**config.mk**
```make
export PLATFORM = sky130hd
export DESIGN_NAME = cfg_ripple_counter
export DESIGN_NICKNAME = d
export VERILOG_FILES = /design/src/rtl/cfg_ripple_pkg.sv /design/src/rtl/crc_fall_sampler.sv /design/src/rtl/crc_gate.sv /design/src/rtl/crc_div2_stage.sv /design/src/rtl/crc_high_section.sv /design/src/rtl/cfg_ripple_counter.sv
export SDC_FILE = /design/constraint.sdc
export NUM_CORES = 1
export LEC_CHECK = 0
export BUFFER_PORTS_ARGS = -buffer_cell sky130_fd_sc_hd__buf_2
export CAP_MARGIN = 10
export CORE_AREA = 10 10 47 49
export CTS_CLUSTER_DIAMETER = 40
export CTS_CLUSTER_SIZE = 40
export DETAILED_ROUTE_END_ITERATION = 6
export DIE_AREA = 0 0 57 59
export GPL_ROUTABILITY_DRIVEN = 0
export GPL_TIMING_DRIVEN = 0
export SLEW_MARGIN = 20
export SYNTH_ARGS = -nofsm -noshare
export SYNTH_HDL_FRONTEND = slang
export SYNTH_SLANG_ARGS = --single-unit
```
**constraint.sdc**
```tcl
create_clock -name clk -period 1.24 [get_ports clk]
set_input_delay 0.372 -clock clk [delete_from_list [all_inputs] [get_ports clk]]
set_output_delay 0.372 -clock clk [all_outputs]
set_load 0.02 [all_outputs]
```
**src/rtl/cfg_ripple_pkg.sv**
```systemverilog
package cfg_ripple_pkg;

   localparam int VAR_DECADE = 0;
   localparam int VAR_DOZEN  = 1;
   localparam int VAR_BINARY = 2;
   localparam int VAR_COUNT  = 3;

   // BCD nine split across the two sections
   localparam logic [2:0] HIGH_NINE = 3'b100;
   localparam logic       LOW_NINE  = 1'b1;

   // five-state cycle; unused codes fall back to zero
   function automatic logic [2:0] step_quinary(input logic [2:0] s);
      logic [2:0] n;
      case (s)
         3'd0:    n = 3'd1;
         3'd1:    n = 3'd2;
         3'd2:    n = 3'd3;
         3'd3:    n = 3'd4;
         default: n = 3'd0;
      endcase
      return n;
   endfunction

   // six-state cycle that skips codes 3 and 7 so bit 2 has even duty
   function automatic logic [2:0] step_senary(input logic [2:0] s);
      logic [2:0] n;
      case (s)
         3'd0:    n = 3'd1;
         3'd1:    n = 3'd2;
         3'd2:    n = 3'd4;
         3'd3:    n = 3'd4;
         3'd4:    n = 3'd5;
         3'd5:    n = 3'd6;
         default: n = 3'd0;
      endcase
      return n;
   endfunction

   function automatic logic [2:0] step_octal(input logic [2:0] s);
      return s + 3'd1;
   endfunction

endpackage

```
**src/rtl/crc_fall_sampler.sv**
```systemverilog
module crc_fall_sampler #(
   parameter int STAGES = 2
) (
   input  logic clk,
   input  logic rst_n,
   input  logic din,
   output logic fall
);

   logic [STAGES-1:0] sync_q;
   logic              hist_q;

   generate
      if (STAGES == 1) begin : g_single
         always_ff @(posedge clk or negedge rst_n) begin
            if (!rst_n) sync_q <= '0;
            else        sync_q <= din;
         end
      end else begin : g_chain
         always_ff @(posedge clk or negedge rst_n) begin
            if (!rst_n) sync_q <= '0;
            else        sync_q <= {sync_q[STAGES-2:0], din};
         end
      end
   endgenerate

   always_ff @(posedge clk or negedge rst_n) begin
      if (!rst_n) hist_q <= 1'b0;
      else        hist_q <= sync_q[STAGES-1];
   end

   assign fall = hist_q & ~sync_q[STAGES-1];

endmodule

```
**src/rtl/crc_gate.sv**
```systemverilog
module crc_gate #(
   parameter int W      = 2,
   parameter bit ENABLE = 1'b1
) (
   input  logic [W-1:0] req,
   output logic         all_o
);

   assign all_o = ENABLE && (&req);

endmodule

```
**src/rtl/crc_div2_stage.sv**
```systemverilog
module crc_div2_stage #(
   parameter bit LOAD_VAL = 1'b1
) (
   input  logic clk,
   input  logic rst_n,
   input  logic adv,
   input  logic clr,
   input  logic load,
   output logic q
);

   always_ff @(posedge clk or negedge rst_n) begin
      if (!rst_n)    q <= 1'b0;
      else if (clr)  q <= 1'b0;
      else if (load) q <= LOAD_VAL;
      else if (adv)  q <= ~q;
   end

endmodule

```
**src/rtl/crc_high_section.sv**
```systemverilog
module crc_high_section
   import cfg_ripple_pkg::*;
#(
   parameter int VARIANT = VAR_DECADE
) (
   input  logic       clk,
   input  logic       rst_n,
   input  logic       adv,
   input  logic       clr,
   input  logic       load,
   output logic [2:0] q
);

   logic [2:0] nxt;

   generate
      if (VARIANT == VAR_DECADE) begin : g_quinary
         assign nxt = step_quinary(q);
      end else if (VARIANT == VAR_DOZEN) begin : g_senary
         assign nxt = step_senary(q);
      end else begin : g_octal
         assign nxt = step_octal(q);
      end
   endgenerate

   always_ff @(posedge clk or negedge rst_n) begin
      if (!rst_n)    q <= 3'd0;
      else if (clr)  q <= 3'd0;
      else if (load) q <= HIGH_NINE;
      else if (adv)  q <= nxt;
   end

endmodule

```
**src/rtl/cfg_ripple_counter.sv**
```systemverilog
module cfg_ripple_counter
   import cfg_ripple_pkg::*;
#(
   parameter int VARIANT     = VAR_DECADE,
   parameter int GATE_W      = 2,
   parameter int SYNC_STAGES = 2
) (
   input  logic              clk,
   input  logic              rst_n,
   input  logic              cka,
   input  logic              ckb,
   input  logic [GATE_W-1:0] zero_req,
   input  logic [GATE_W-1:0] nine_req,
   output logic              qa,
   output logic              qb,
   output logic              qc,
   output logic              qd
);

   localparam bit HAS_NINE = (VARIANT == VAR_DECADE);

   generate
      if (VARIANT < 0 || VARIANT >= VAR_COUNT) begin : g_bad_variant
         $error("cfg_ripple_counter: VARIANT out of range");
      end
      if (GATE_W < 1) begin : g_bad_gate
         $error("cfg_ripple_counter: GATE_W must be at least 1");
      end
      if (SYNC_STAGES < 1) begin : g_bad_sync
         $error("cfg_ripple_counter: SYNC_STAGES must be at least 1");
      end
   endgenerate

   logic       cka_fall;
   logic       ckb_fall;
   logic       zero_all;
   logic       nine_all;
   logic [2:0] high_q;

   crc_fall_sampler #(.STAGES(SYNC_STAGES)) i_samp_a (
      .clk  (clk),
      .rst_n(rst_n),
      .din  (cka),
      .fall (cka_fall)
   );

   crc_fall_sampler #(.STAGES(SYNC_STAGES)) i_samp_b (
      .clk  (clk),
      .rst_n(rst_n),
      .din  (ckb),
      .fall (ckb_fall)
   );

   crc_gate #(.W(GATE_W), .ENABLE(1'b1)) i_gate_zero (
      .req  (zero_req),
      .all_o(zero_all)
   );

   crc_gate #(.W(GATE_W), .ENABLE(HAS_NINE)) i_gate_nine (
      .req  (nine_req),
      .all_o(nine_all)
   );

   crc_div2_stage #(.LOAD_VAL(LOW_NINE)) i_low (
      .clk  (clk),
      .rst_n(rst_n),
      .adv  (cka_fall),
      .clr  (zero_all),
      .load (nine_all),
      .q    (qa)
   );

   crc_high_section #(.VARIANT(VARIANT)) i_high (
      .clk  (clk),
      .rst_n(rst_n),
      .adv  (ckb_fall),
      .clr  (zero_all),
      .load (nine_all),
      .q    (high_q)
   );

   assign qb = high_q[0];
   assign qc = high_q[1];
   assign qd = high_q[2];

endmodule

```
==> out/metrics.csv <==
stage,metric,value,unit
sta,drv_slew,0,
sta,setup_violations,0,
pwr,clkPwrFrac,29.5,%
run,cap_violations,0,
logic_synthesis,synth_top_cell_area_share,67.3,%
detailed_routing,top_layer,met3,
setup_path,cpMaxStageDelayCell,dfrtp_1,
setup_path,critPathMaxStageDelay,0.41,ns
finish,insertedDiodeCount,0,
global_routing,grt_pass1_vias,280,
pwr,power_density,1380,mW/mm^2
detailed_routing,vias_per_cell,4.18,
clocking,clock-root-buffer,clkbuf_4,
global_routing,grt_pass1_wl,1.02,mm
pwr,power_leakage,0.240,nW
logic_synthesis,postSynthNetCount,37,
place,place_area,447,um^2
die,std_cell_rows,14,
setup_path,timing.critical_path.buf_inv,1,
logic_synthesis,yosysTopAreaCell,dfrtp_1,
setup_path,critPathKind,reg2out,
sta,finalHoldWorstSlack,0.225,ns
sta,finalCriticalPeriod,1.20,ns
finish,syn2layout_area_growth,33.0,%
logic_synthesis,yosys-top-cells-area,"dfrtp_1 (67%), nand2_1 (4.0%), nor2b_4 (3.7%), nor2_1 (3.0%), a21oi_1 (2.7%)",
detailed_routing,drtPass1Iterations,2,
detailed_routing,met1_length,281,um
global_routing,grt_max_degree,11,
logic_synthesis,synthAdderAreaFrac,0,%
finish,multiInputGateArea,121,um^2
pwr,swShare,24.3,%
logic_synthesis,synth_compound_area_share,7.07,%
sta,rsz0062_at_grt,false,
pwr,p_switching,0.166,mW
finish,fin_area,494,um^2
finish,layout-drive-gt1-share,39.1,%
sta,setup_tns,0,ns
pwr,p_int,0.516,mW
pwr,ir_drop,617,uV
clocking,cts_resized,0,
logic_synthesis,syn_avg_cell_area,12.8,um^2
detailed_routing,drtIter0Drc,2,
clocking,cts_tree,yes,
sta,fin_crit_sh,97.0,%
detailed_routing,drc,0,
clocking,clock_path_buffers,2,
detailed_routing,finalWirelength,664,um
setup_path,crit_chain,buf_2,
logic_synthesis,synthMuxAreaShare,2.69,%
sta,tightest_slew,0.211,ns
clocking,clkTransAtPathRegs,0.06,ns
logic_synthesis,synth_top_family_by_area,simple AND/OR/NAND/NOR gates,
detailed_routing,wl_met3,24,um
place,io_buffers,11,
finish,nets,56,
setup_path,critPathLaunchType,register,
die,die-width,57,um
logic_synthesis,ys_seq_area_share,67.3,%
global_routing,gr-total-overflow,0,
detailed_routing,vias,259,
logic_synthesis,synth_simple_gate_area_share,20.5,%
setup_path,worstPathMaxFanout,5,
sta,relSlewSlack,85.9,%
sta,finClkSkew,0.00315,ns
die,start_util,26.5,%
logic_synthesis,synth-xor-area-share,2.36,%
clocking,clock_latency,0.25,ns
finish,fillers,148,
detailed_routing,wire_per_inst,10.7,um
die,fp.dieH,59,um
outcome,status,finished clean,
logic_synthesis,synth_seq_cells,10,
global_routing,antenna_found_initial,0,
setup_path,cp_data_required_time,0.87,ns
clocking,cts_sinks,10,
die,coreArea,0.00140,mm^2
min_path,hp-class,in2reg,
logic_synthesis,yosys_warnings,0,
die,io_pins,12,
pwr,share_seq_of_total_power,53.8,%
die,dieArea,0.00336,mm^2
setup_path,arrival,0.83,ns
clocking,numCtsBuffers,3,
sta,hold_violations,0,
pwr,p_comb_share,16.7,%
logic_synthesis,syn_area,372,um^2
logic_synthesis,synth_cell_type_count,14,
place,dp_hpwl,544,um
setup_path,crit_family,flip-flops,
clocking,htree_levels,1,
sta,fmax,832,MHz
finish,area.sequential,250,um^2
global_routing,track_usage,3.91,%
detailed_routing,routed-wl-met2,358,um
detailed_routing,ant_nets,0,
logic_synthesis,syn-instance-count,29,
setup_path,endpoint_kind,primary output,
-- Yosys cell counts, drive strengths merged --
cell type   n
a21boi      1
nand4b      1
mux2i       1
nor3b       1
nand2b      1
xnor2       1
a21oi       2
nor2b       2
nor2        3
dfrtp      10
nand2       4
a32oi       1
nand3       1
-- stage by stage --
stage / util [%] / power (mW) / setup slack [ns] / instances
after global routing: 35.3 / 0.723 / 0.0000808 / 62
after CTS: 35.3 / 0.695 / 0.0290 / 62
after floorplan: - / 0.434 / 0.301 / 29
final: 35.3 / 0.681 / 0.0374 / 62
after global placement: 31.9 / 0.475 / 0.270 / 56
after detailed placement: 31.9 / 0.477 / 0.258 / 56
-- state kept, by name, indices dropped and copies added, names as in the netlist --
signal,cells
i_high.q,3
i_low.q,1
i_samp_a.hist_q,1
i_samp_a.sync_q,2
i_samp_b.hist_q,1
i_samp_b.sync_q,2
-- per-layer routing --
metal,up-vias,GRT usage [%]
li1,133,-
met1,122,3.26
met2,4,6.98
met3,0,1.29
met4,0,4.03
met5,-,0
-- path summary, 6_finish.rpt --
check	startpoint	end	slack, ns	cells after the start
min in group asynchronous	rst_n	i_samp_b.hist_q	0.50	2
max in group asynchronous	rst_n	i_low.q	0.56	2
max	i_high.q[1]	qc	0.04	1
min	cka	i_samp_a.sync_q[0]	0.23	1
max reg2reg	i_high.q[2]	i_high.q[1]	0.25	4
min reg2reg	i_samp_b.sync_q[0]	i_samp_b.sync_q[1]	0.35	0
-- kinds of logic (layout without fill, tap and decap cells) --
family | after synthesis | after routing
buf+inv | 0 | 17
mux | 1 | 1
xor+xnor | 1 | 1
compound gates | 4 | 4
simple gates | 13 | 13
flops | 10 | 10
-- what timing repair did --
action	CTS	global route
setup buffers	2	0
endpoints found under the hold margin	10	0
hold buffers	1	0
endpoints found under the setup margin	2	0
-- power by group through the flow --
stage	Combinational [mW]	Sequential, mW	Clock [mW]
floorplan	0.0376	0.396	0
global placement	0.0963	0.379	0
detailed placement	0.0980	0.379	0
CTS	0.117	0.367	0.211
global route	0.123	0.369	0.231
finish	0.114	0.366	0.201
-- cell type report --
cell class	instances	area share, %
Tap cell	16	4.05
Clock buffer	3	4.56
Sequential cell	10	50.6
Multi-Input combinational cell	19	24.6
Timing Repair Buffer	14	16.2
-- cells in the final DEF (no fill, tap or decap) --
| master | Yosys | layout |
|---|---|---|
| nand3_1 | 1 | 1 |
| buf_2 | 0 | 11 |
| a21oi_1 | 2 | 2 |
| nand2_1 | 4 | 4 |
| nand4b_1 | 1 | 1 |
| clkbuf_4 | 0 | 3 |
| dlygate4sd3_1 | 0 | 1 |
| nor3b_1 | 1 | 1 |
| nor2_1 | 3 | 3 |
| buf_4 | 0 | 2 |
| a21boi_0 | 1 | 1 |
| xnor2_1 | 1 | 1 |
| mux2i_1 | 1 | 1 |
| nand2b_1 | 1 | 1 |
| a32oi_1 | 1 | 1 |
| nor2b_2 | 1 | 1 |
| dfrtp_1 | 10 | 10 |
| nor2b_4 | 1 | 1 |
No activity file was read; power rests on OpenSTA's default activity.
